File: src/rtl/itlb_pkg.sv
package itlb_pkg;
  typedef enum logic {ST_RUN = 1'b0, ST_REFILL = 1'b1} fill_state_t;
endpackage

File: src/rtl/itlb_lru.sv
module itlb_lru #(
  parameter int SETS = 16,
  parameter int WAYS = 4,
  localparam int IDX_W = $clog2(SETS),
  localparam int WAY_W = $clog2(WAYS)
) (
  input  logic             clk,
  input  logic             rst,
  input  logic             touch_en,
  input  logic [IDX_W-1:0] touch_set,
  input  logic [WAY_W-1:0] touch_way,
  input  logic [IDX_W-1:0] rd_set,
  output logic [WAY_W-1:0] victim_way
);
  // age 0 = most recent, WAYS-1 = least recent; ages in a set are a permutation
  logic [WAY_W-1:0] age_q [SETS][WAYS];
  logic [WAY_W-1:0] touched_age;

  assign touched_age = age_q[touch_set][touch_way];

  always_ff @(posedge clk) begin
    if (rst) begin
      for (int s = 0; s < SETS; s++)
        for (int w = 0; w < WAYS; w++)
          age_q[s][w] <= WAY_W'(w);
    end else if (touch_en) begin
      for (int w = 0; w < WAYS; w++) begin
        if (WAY_W'(w) == touch_way)
          age_q[touch_set][w] <= '0;
        else if (age_q[touch_set][w] < touched_age)
          age_q[touch_set][w] <= age_q[touch_set][w] + 1'b1;
      end
    end
  end

  always_comb begin
    victim_way = '0;
    for (int w = 0; w < WAYS; w++)
      if (age_q[rd_set][w] == WAY_W'(WAYS - 1)) victim_way = WAY_W'(w);
  end
endmodule

File: src/rtl/itlb_array.sv
module itlb_array #(
  parameter int SETS  = 16,
  parameter int WAYS  = 4,
  parameter int TAG_W = 16,
  parameter int PFN_W = 20,
  localparam int IDX_W = $clog2(SETS),
  localparam int WAY_W = $clog2(WAYS)
) (
  input  logic             clk,
  input  logic             rst,
  input  logic             clr,
  input  logic [IDX_W-1:0] rd_set,
  input  logic [TAG_W-1:0] rd_tag,
  input  logic             wr_en,
  input  logic [IDX_W-1:0] wr_set,
  input  logic [WAY_W-1:0] wr_way,
  input  logic [TAG_W-1:0] wr_tag,
  input  logic [PFN_W-1:0] wr_pfn,
  output logic             hit,
  output logic [WAY_W-1:0] hit_way,
  output logic [PFN_W-1:0] hit_pfn
);
  logic [WAYS-1:0]  hit_vec;
  logic [PFN_W-1:0] pfn_vec [WAYS];

  for (genvar w = 0; w < WAYS; w++) begin : g_way
    logic [TAG_W-1:0] tag_q [SETS];
    logic [PFN_W-1:0] pfn_q [SETS];
    logic [SETS-1:0]  vld_q;
    logic             sel;

    assign sel = wr_en && (wr_way == WAY_W'(w));

    // storage without reset so it maps onto distributed RAM
    always_ff @(posedge clk) begin
      if (sel) begin
        tag_q[wr_set] <= wr_tag;
        pfn_q[wr_set] <= wr_pfn;
      end
    end

    always_ff @(posedge clk) begin
      if (rst || clr) vld_q <= '0;
      else if (sel)   vld_q[wr_set] <= 1'b1;
    end

    assign hit_vec[w] = vld_q[rd_set] && (tag_q[rd_set] == rd_tag);
    assign pfn_vec[w] = pfn_q[rd_set];
  end

  assign hit = |hit_vec;

  always_comb begin
    hit_way = '0;
    hit_pfn = '0;
    for (int w = 0; w < WAYS; w++) begin
      if (hit_vec[w]) begin
        hit_way = WAY_W'(w);
        hit_pfn = pfn_vec[w];
      end
    end
  end
endmodule

File: src/rtl/ifetch_tlb.sv
module ifetch_tlb
  import itlb_pkg::*;
#(
  parameter int VA_W      = 32,
  parameter int PAGE_BITS = 12,
  parameter int PFN_W     = 20,
  parameter int SETS      = 16,
  parameter int WAYS      = 4,
  parameter int HIT_LAT   = 1,
  parameter int MISS_LAT  = 30,
  parameter int CNT_W     = 32,
  localparam int VPN_W    = VA_W - PAGE_BITS,
  localparam int IDX_W    = $clog2(SETS),
  localparam int TAG_W    = VPN_W - IDX_W,
  localparam int WAY_W    = $clog2(WAYS),
  localparam int STALL_W  = $clog2(MISS_LAT)
) (
  input  logic               clk,
  input  logic               rst,
  input  logic               flush,
  input  logic               fetch_valid,
  input  logic [VA_W-1:0]    fetch_pc,
  input  logic               redirect,
  input  logic               cross_hint,
  input  logic               refill_ack,
  input  logic [PFN_W-1:0]   refill_pfn,
  output logic               refill_req,
  output logic [VPN_W-1:0]   refill_vpn,
  output logic               xl_valid,
  output logic               xl_hit,
  output logic [PFN_W-1:0]   xl_frame,
  output logic               xl_lookup,
  output logic [STALL_W-1:0] xl_stall,
  output logic               xl_busy,
  output logic [CNT_W-1:0]   cnt_fetch,
  output logic [CNT_W-1:0]   cnt_lookup,
  output logic [CNT_W-1:0]   cnt_hit,
  output logic [CNT_W-1:0]   cnt_miss,
  output logic [CNT_W-1:0]   cnt_bypass
);
  localparam logic [STALL_W-1:0] HIT_STALL  = STALL_W'(HIT_LAT - 1);
  localparam logic [STALL_W-1:0] MISS_STALL = STALL_W'(MISS_LAT - 1);

  fill_state_t      state_q;
  logic [VPN_W-1:0] pend_vpn_q;
  logic             last_vld_q;
  logic [VPN_W-1:0] last_vpn_q;
  logic [PFN_W-1:0] last_pfn_q;

  logic [VPN_W-1:0] cur_vpn;
  logic [IDX_W-1:0] cur_set, pend_set;
  logic             accept, need_lookup, fill;
  logic             arr_hit;
  logic [WAY_W-1:0] arr_way, victim_way;
  logic [PFN_W-1:0] arr_pfn;
  logic             lru_touch;

  assign cur_vpn  = fetch_pc[VA_W-1:PAGE_BITS];
  assign cur_set  = cur_vpn[IDX_W-1:0];
  assign pend_set = pend_vpn_q[IDX_W-1:0];

  assign accept      = fetch_valid && (state_q == ST_RUN) && !flush;
  assign need_lookup = !last_vld_q || cross_hint || (redirect && (cur_vpn != last_vpn_q));
  assign fill        = (state_q == ST_REFILL) && refill_ack && !flush;
  assign lru_touch   = (accept && need_lookup && arr_hit) || fill;

  itlb_array #(.SETS(SETS), .WAYS(WAYS), .TAG_W(TAG_W), .PFN_W(PFN_W)) u_array (
    .clk     (clk),
    .rst     (rst),
    .clr     (flush),
    .rd_set  (cur_set),
    .rd_tag  (cur_vpn[VPN_W-1:IDX_W]),
    .wr_en   (fill),
    .wr_set  (pend_set),
    .wr_way  (victim_way),
    .wr_tag  (pend_vpn_q[VPN_W-1:IDX_W]),
    .wr_pfn  (refill_pfn),
    .hit     (arr_hit),
    .hit_way (arr_way),
    .hit_pfn (arr_pfn)
  );

  itlb_lru #(.SETS(SETS), .WAYS(WAYS)) u_lru (
    .clk        (clk),
    .rst        (rst),
    .touch_en   (lru_touch),
    .touch_set  (fill ? pend_set : cur_set),
    .touch_way  (fill ? victim_way : arr_way),
    .rd_set     (pend_set),
    .victim_way (victim_way)
  );

  always_ff @(posedge clk) begin
    if (rst || flush) begin
      state_q    <= ST_RUN;
      last_vld_q <= 1'b0;
      xl_valid   <= 1'b0;
      refill_req <= 1'b0;
      if (rst) begin
        pend_vpn_q <= '0;
        last_vpn_q <= '0;
        last_pfn_q <= '0;
        xl_hit     <= 1'b0;
        xl_frame   <= '0;
        xl_lookup  <= 1'b0;
        xl_stall   <= '0;
      end
    end else begin
      xl_valid <= accept;
      if (accept) begin
        xl_lookup <= need_lookup;
        if (!need_lookup) begin
          xl_hit   <= 1'b1;
          xl_frame <= last_pfn_q;
          xl_stall <= HIT_STALL;
        end else if (arr_hit) begin
          xl_hit     <= 1'b1;
          xl_frame   <= arr_pfn;
          xl_stall   <= HIT_STALL;
          last_vld_q <= 1'b1;
          last_vpn_q <= cur_vpn;
          last_pfn_q <= arr_pfn;
        end else begin
          xl_hit     <= 1'b0;
          xl_frame   <= '0;
          xl_stall   <= MISS_STALL;
          state_q    <= ST_REFILL;
          pend_vpn_q <= cur_vpn;
          refill_req <= 1'b1;
          last_vld_q <= 1'b0;
        end
      end
      if (fill) begin
        state_q    <= ST_RUN;
        refill_req <= 1'b0;
        last_vld_q <= 1'b1;
        last_vpn_q <= pend_vpn_q;
        last_pfn_q <= refill_pfn;
      end
    end
  end

  always_ff @(posedge clk) begin
    if (rst) begin
      cnt_fetch  <= '0;
      cnt_lookup <= '0;
      cnt_hit    <= '0;
      cnt_miss   <= '0;
      cnt_bypass <= '0;
    end else if (accept) begin
      cnt_fetch <= cnt_fetch + 1'b1;
      if (!need_lookup) cnt_bypass <= cnt_bypass + 1'b1;
      else begin
        cnt_lookup <= cnt_lookup + 1'b1;
        if (arr_hit) cnt_hit  <= cnt_hit + 1'b1;
        else         cnt_miss <= cnt_miss + 1'b1;
      end
    end
  end

  assign xl_busy    = (state_q == ST_REFILL);
  assign refill_vpn = pend_vpn_q;
endmodule

File: config.mk
export PLATFORM = sky130hd
export DESIGN_NAME = ifetch_tlb
export DESIGN_NICKNAME = d
export VERILOG_FILES = /design/src/rtl/itlb_pkg.sv /design/src/rtl/itlb_lru.sv /design/src/rtl/itlb_array.sv /design/src/rtl/ifetch_tlb.sv
export SDC_FILE = /design/constraint.sdc
export NUM_CORES = 2
export LEC_CHECK = 0
export BUFFER_PORTS_ARGS = -buffer_cell sky130_fd_sc_hd__clkbuf_2
export CORE_MARGIN = 2
export CORE_UTILIZATION = 60
export DETAILED_ROUTE_END_ITERATION = 8
export PLACE_DENSITY_LB_ADDON = 0.05
export SETUP_SLACK_MARGIN = 0.4
export SLEW_MARGIN = 10
export SYNTH_ARGS = -nofsm -noshare
export SYNTH_HDL_FRONTEND = slang
export SYNTH_SLANG_ARGS = --single-unit
File: constraint.sdc
create_clock -name clk -period 7 [get_ports clk]
set_clock_uncertainty 0.1 [all_clocks]
set_input_delay 0.7 -clock clk [delete_from_list [all_inputs] [get_ports clk]]
set_output_delay 0.7 -clock clk [all_outputs]
set_load 0.02 [all_outputs]
Yosys cells after proc, flatten, opt, wreduce, memory -nomap -nowiden
Memory sizes are Yosys's and may differ from the RTL's. A register that Yosys moved wholly into a read port is not among the register bits.
Index checks and enable logic that the tools add are counted.
{"block": "totals", "ff_bits": 314, "ram_bits": 2432, "in_bits": 59, "out_inout_bits": 210, "wordCells": 228, "n_memories": 9}
{"block": "op_classes", "n_addsub": 9, "order_cmp": 8, "eq_ne": 16, "n_mux": 113, "bitwise_logic": 12, "reduce_logical": 42}
{"memory": "u_array.g_way[0].pfn_q", "words": 16, "width": 20, "read_ports": 1, "rd_clocked_by_memory_dff": 0, "wr": 1, "line": "itlb_array.sv:28", "source": "logic [PFN_W-1:0] pfn_q [SETS];"}
{"memory": "u_array.g_way[1].pfn_q", "words": 16, "width": 20, "read_ports": 1, "rd_clocked_by_memory_dff": 0, "wr": 1, "line": "itlb_array.sv:28"}
{"memory": "u_array.g_way[2].pfn_q", "words": 16, "width": 20, "read_ports": 1, "rd_clocked_by_memory_dff": 0, "wr": 1, "line": "itlb_array.sv:28"}
{"memory": "u_array.g_way[3].pfn_q", "words": 16, "width": 20, "read_ports": 1, "rd_clocked_by_memory_dff": 0, "wr": 1, "line": "itlb_array.sv:28"}
{"memory": "u_array.g_way[0].tag_q", "words": 16, "width": 16, "read_ports": 1, "rd_clocked_by_memory_dff": 0, "wr": 1, "line": "itlb_array.sv:27", "source": "logic [TAG_W-1:0] tag_q [SETS];"}
{"memory": "u_array.g_way[1].tag_q", "words": 16, "width": 16, "read_ports": 1, "rd_clocked_by_memory_dff": 0, "wr": 1, "line": "itlb_array.sv:27"}
{"memory": "+3 memories"}
{"operator": "2-to-1 mux 20 bit", "count": 23}
{"operator": "adder 32 x 1 -> 32 bit, second input constant", "count": 5}
{"operator": "equality test 16 bit", "count": 4}
{"operator": "bitwise OR 16 bit", "count": 4}
{"operator": "2-to-1 mux 1 bit", "count": 63}
{"operator": "2-to-1 mux 5 bit", "count": 5}
{"operator": "2-to-1 mux 2 bit", "count": 11}
{"operator": "!= test 20 bit", "count": 1}
{"operator": "binary-select mux 1 bit (select 4 bit)", "count": 4}
{"operator": "logical AND 1 bit", "count": 16}
{"operator": "2-to-1 mux 4 bit", "count": 4}
{"operator": "equality test 2 bit, second input constant", "count": 5}
{"operator": "less-than comparator 4 x 5 -> 1 bit, second input constant", "count": 2}
{"operator": "nonzero test 3 bit", "count": 3}
{"operator": "adder 2 x 1 -> 2 bit, second input constant", "count": 4}
{"operator": "less-than comparator 2 bit", "count": 4}
{"operator": "2-to-1 mux 8 bit", "count": 1}
{"operator": "AND reduction 2 bit", "count": 4}
{"operator": "AND reduction 4 bit", "count": 2}
{"operator": "nonzero test 2 bit", "count": 4}
{"operator": "OR reduction 8 bit", "count": 1}
{"operator": "AND reduction 3 bit", "count": 2}
{"operator": "binary-select mux 2 bit (select 2 bit)", "count": 1}
{"operator": "demux 1 bit (select 4 bit)", "count": 1}
{"operator": "other kinds (15)", "count": 26}

Depth between registers and ports, before layout
{"block": "logic_depth", "word_depth": 20, "depth_mapped": 20, "mapped_depth_nobuf": 11}

Cells and area by module
From an unflattened synthesis, not the netlist that was laid out.
{"block": "unflattened", "hier_cells": 6023, "hier_area_um2": 111220.4}
{"module": "itlb_array", "n_inst": 1, "cells_per_inst": 4037, "area_each_um2": 91805.5, "seq_area_each_um2": 70467.6}
{"module": "ifetch_tlb", "n_inst": 1, "cells_per_inst": 1324, "area_each_um2": 11954.0, "seq_area_each_um2": 5755.5}
{"module": "itlb_lru", "n_inst": 1, "cells_per_inst": 662, "area_each_um2": 7460.9, "seq_area_each_um2": 3843.7}

Worst setup path before layout
Ideal clock, no wire load.
{"block": "synth_path", "path_kind": "in2reg", "from": "input fetch_pc[12]", "to": "memory u_lru.age_q[10][0] (netlist bit) (enable)", "setup_ns": 0.337, "arrival_time_ns": 4.847, "required_time_ns": 6.563, "setup_slack_ns": 1.716, "cell_stages": 17, "n_path_buf": 6, "path_cell_list": "buf_6 -> buf_6 -> buf_2 -> mux4_2 -> a22o_1 -> a221oi_1 -> xnor2_1 -> o2111ai_1 -> or4_1 -> or2_4 -> o41ai_4 -> buf_4 -> a221o_1 -> buf_6 -> o211ai_4 -> buf_2 -> a211oi_1"}
{"element": "from (decl)", "line": "ifetch_tlb.sv:22", "source": "input logic [VA_W-1:0] fetch_pc,"}
{"element": "to (decl)", "line": "itlb_lru.sv:16", "source": "logic [WAY_W-1:0] age_q [SETS][WAYS];"}

==> results.py <==
metrics = {
    "logic_synthesis": {
        "synth_fp_nets": 6163,
        "syn_area_per_cell_um2": 18.2,
        "synth_seq_cells": 2746,
        "synth_edf_count": 2515,
        "yosysTopAreaCellShare_pct": 68.0,
        "synthTopCellsByArea": "edfxtp_1 68%, mux4_2 13%, dfxtp_1 4.2%, mux2i_1 1.7%, nor2_1 1.6%",
        "synth_top_area_cell": "edfxtp_1",
        "ys.flop_type": "edfxtp_1",
        "ys_warn_count": 0,
        "yosysSeqAreaShare_pct": 72.2,
        "synth.distinct_cells": 99,
        "synthArstFlopShare_pct": 0,
        "synthCells": 6099,
        "netlist_area_um2": 111000,
    },
    "route": {
        "wirelength_um": 293000,
        "wire_per_inst_um": 31.8,
        "antenna_left": 0,
        "dr.first_iter.drc_count": 7832,
        "drt_pass1_iterations": 8,
        "drcViolationCount": 0,
        "route.vias.total": 61452,
        "viasPerCell": 6.68,
    },
    "cells_and_area": {
        "area_delta_synth_final_pct": 12.8,
        "seq_area_um2": 80100,
        "instances_no_fill": 9198,
        "multi_input_area_um2": 29600,
        "nFillCells": 12052,
        "final_cell_mix": "2515 x edfxtp_1, 635 x mux4_2, 412 x nor2_1",
        "drive_gt1_share_pct": 26.2,
        "post-route-util_pct": 68.3,
        "finalNetCount": 6589,
        "final_area_um2": 125000,
        "final_common_cell": "edfxtp_1",
    },
    "critical_path": {
        "slowest_stage": "a21oi_1",
        "crit_path_end_kind": "register",
        "critical-path-top-delay-family": "compound AO/OA/AOI/OAI gates",
        "crit_required_ns": 7.49,
        "critPathLaunch": "fetch_pc[12]",
        "worstSetupPathType": "input pin to register",
        "crit_arrival_ns": 6.53,
        "start_kind": "input pin",
        "crit_buf_inv": 4,
        "path_cells": "buf_8, buf_4, buf_4, mux2i_1, nor2_1, or4_1, a221oi_1, o21ai_0, or4_4, or2_4, o41ai_4, buf_4, a221oi_2, a21oi_1, o21ai_0",
        "cpMostUsedCell": "buf_4",
        "slowest_delay_ns": 0.94,
        "worstReg2RegStart": "xl_busy$_SDFFE_PP0P_",
        "critPathMaxFanout": 56,
    },
    "clock_network": {
        "cts.sinks": 2746,
        "cts_buffer_depth": 4,
        "cts_tree": "done",
        "cts_root_buffer": "clkbuf_16",
        "cts_buffers": 294,
        "post_cts_resized": 0,
        "htree_levels": 5,
        "worst_skew_pair.late_latency_ns": 0.93,
        "path_clk_slew_ns": 0.06,
    },
    "global_route": {
        "grt_pass1_wl_um": 420000,
        "antenna_found_initial": 8,
        "grt_max_degree": 112,
        "grt_overflow": 0,
        "grt_pass1_vias": 60294,
        "grt_util_all_layers_pct": 31.2,
    },
    "status": {
        "outcome": "complete, no violations",
    },
    "die": {
        "dieArea_um2": 189000,
        "ios": 269,
        "start_util_pct": 60.5,
        "core_area_um2": 183000,
        "fp.dieW_um": 434,
        "rows": 157,
        "die_h_um": 434,
    },
    "sta": {
        "drv_slew": 0,
        "min_period_ns": 6.05,
        "relSlewSlack_pct": 16.5,
        "worst_pin_slew_ns": 1.24,
        "finalSetupViolCount": 0,
        "hold_viol_final": 0,
        "whs_ns": 0.0697,
        "fmax_mhz": 165,
        "setup_tns_ns": 0,
        "rsz0062_at_grt": "no",
        "period_share_pct": 86.4,
    },
    "power_and_ir_drop": {
        "swShare_pct": 21.2,
        "power_density_nw_per_um2": 276,
        "internal_power_w": 0.0272,
        "switchingPower_w": 0.00734,
        "power_frac_comb_pct": 5.2,
        "power.leakage_nw": 40.6,
        "clkPwrFrac_pct": 42.7,
        "seq_power_share_pct": 52.1,
        "vdd.ir_drop.worst_uv": 269,
    },
    "placed_design": {
        "portBuffers": 255,
        "dp_hpwl_um": 172000,
        "gp_congestion": 0.896,
        "dp.cells": 8692,
        "place_area_um2": 116000,
    },
    "min_path": {
        "min_from": "rst",
        "holdCritPathClass": "input pin to register",
    },
    "flow_run": {
        "cap_violations": 0,
    },
}
==> stage by stage <==
stage          total power [W]  worst slack, ns
6_report                0.0345            0.953
3_3_place_gp            0.0201            0.297
3_5_place_dp            0.0201            0.217
5_1_grt                 0.0354            0.679
4_1_cts                 0.0347             1.15
2_1_floorplan           0.0195             1.72
==> power by group through the flow <==
stage                     combinational (W)  sequential [W]  clock [W]
final                               0.00179          0.0180     0.0148
after global routing                0.00188          0.0180     0.0155
after CTS                           0.00178          0.0180     0.0149
after detailed placement            0.00178          0.0184          0
after global placement              0.00175          0.0184          0
after floorplan                     0.00105          0.0184          0
==> layout make-up <==
cell class,count,share of cell area [%]
sequential,2746,64.0
multi-input combinational,2937,23.6
clock buffer,369,6.37
timing repair buffer,501,2.67
tap,2464,2.46
clock inverter,133,0.812
inverter,45,0.141
antenna,3,0.00599
==> state kept, by name, indices dropped and copies added, names as in the netlist, 20 cells and up, named ones only <==
register and count:
cnt_bypass 32, cnt_fetch 32, cnt_hit 32, cnt_lookup 32, cnt_miss 32, last_pfn_q 20
last_vpn_q 20, refill_vpn 20, u_array.g_way.pfn_q 1280, u_array.g_way.tag_q 1024, u_array.g_way.vld_q 64, u_lru.age_q 128
xl_frame 20
==> cell families after synthesis <==
logic type      share of synthesized area (%)
compound gates                           4.29
xor+xnor                                 1.38
fa+ha+maj                              0.0653
buf+inv                                  1.72
flops                                    72.2
mux                                      15.3
other cells                           0.00338
simple gates                             5.06
==> routing by layer <==
metal / share of wire, % / track usage (%) / up-vias
met5: 0.041 / 0.416 / -
met4: 3.6 / 10.6 / 4
li1: - / - / 25517
met3: 8.5 / 4.96 / 600
met1: 39 / 44.1 / 32310
met2: 49 / 50.1 / 3021
==> worst paths after layout <==
| path | to | slack [ns] | cells past startpoint |
|---|---|---|---|
| setup / recovery | u_lru.age_q[11][4]$_SDFFCE_PN1P_ | 0.95 | 15 |
| hold / removal | cnt_miss[3]$_SDFFE_PP0P_ | 0.07 | 2 |
| setup reg to reg | u_lru.age_q[4][6]$_SDFFCE_PN0P_ | 1.36 | 11 |
| hold reg to reg | u_array.g_way[1].vld_q[3]$_SDFFE_PP0P_ | 0.37 | 2 |
==> cells in the mapped netlist (11+ instances only) <==
| cell type | instances |
|---|---|
| mux4_2 | 635 |
| a22oi_1 | 53 |
| mux2i_1 | 187 |
| edfxtp_1 | 2515 |
| a211oi_1 | 47 |
| o211ai_1 | 18 |
| and2_1 | 26 |
| xnor2_1 | 88 |
| buf_2 | 51 |
| buf_4 | 28 |
| a221oi_1 | 18 |
| o221a_2 | 17 |
| nor3_1 | 78 |
| o22ai_1 | 41 |
| a211oi_2 | 11 |
| nor2_1 | 482 |
| or4_1 | 18 |
| a31oi_1 | 43 |
| buf_1 | 47 |
| clkbuf_1 | 221 |
| nand2b_1 | 15 |
| and3_1 | 46 |
| or3_1 | 35 |
| nand2_1 | 248 |
| nor2b_1 | 32 |
| a21oi_1 | 81 |
| a22o_1 | 20 |
| nor4_1 | 18 |
| inv_1 | 38 |
| a21o_1 | 27 |
| o31ai_1 | 28 |
| o21ai_0 | 120 |
| buf_6 | 24 |
| nand3_1 | 104 |
| dfxtp_1 | 231 |
| mux2_2 | 71 |
| o21ai_1 | 11 |
| xor2_1 | 87 |
| a311oi_1 | 16 |
| nand4_1 | 44 |
==> repair_timing <==
item | CTS | global route
endpoints found under the hold margin | 1 | 0
setup buffers | 0 | 0
hold buffers | 1 | 0
(Power assumes the default switching activity.)
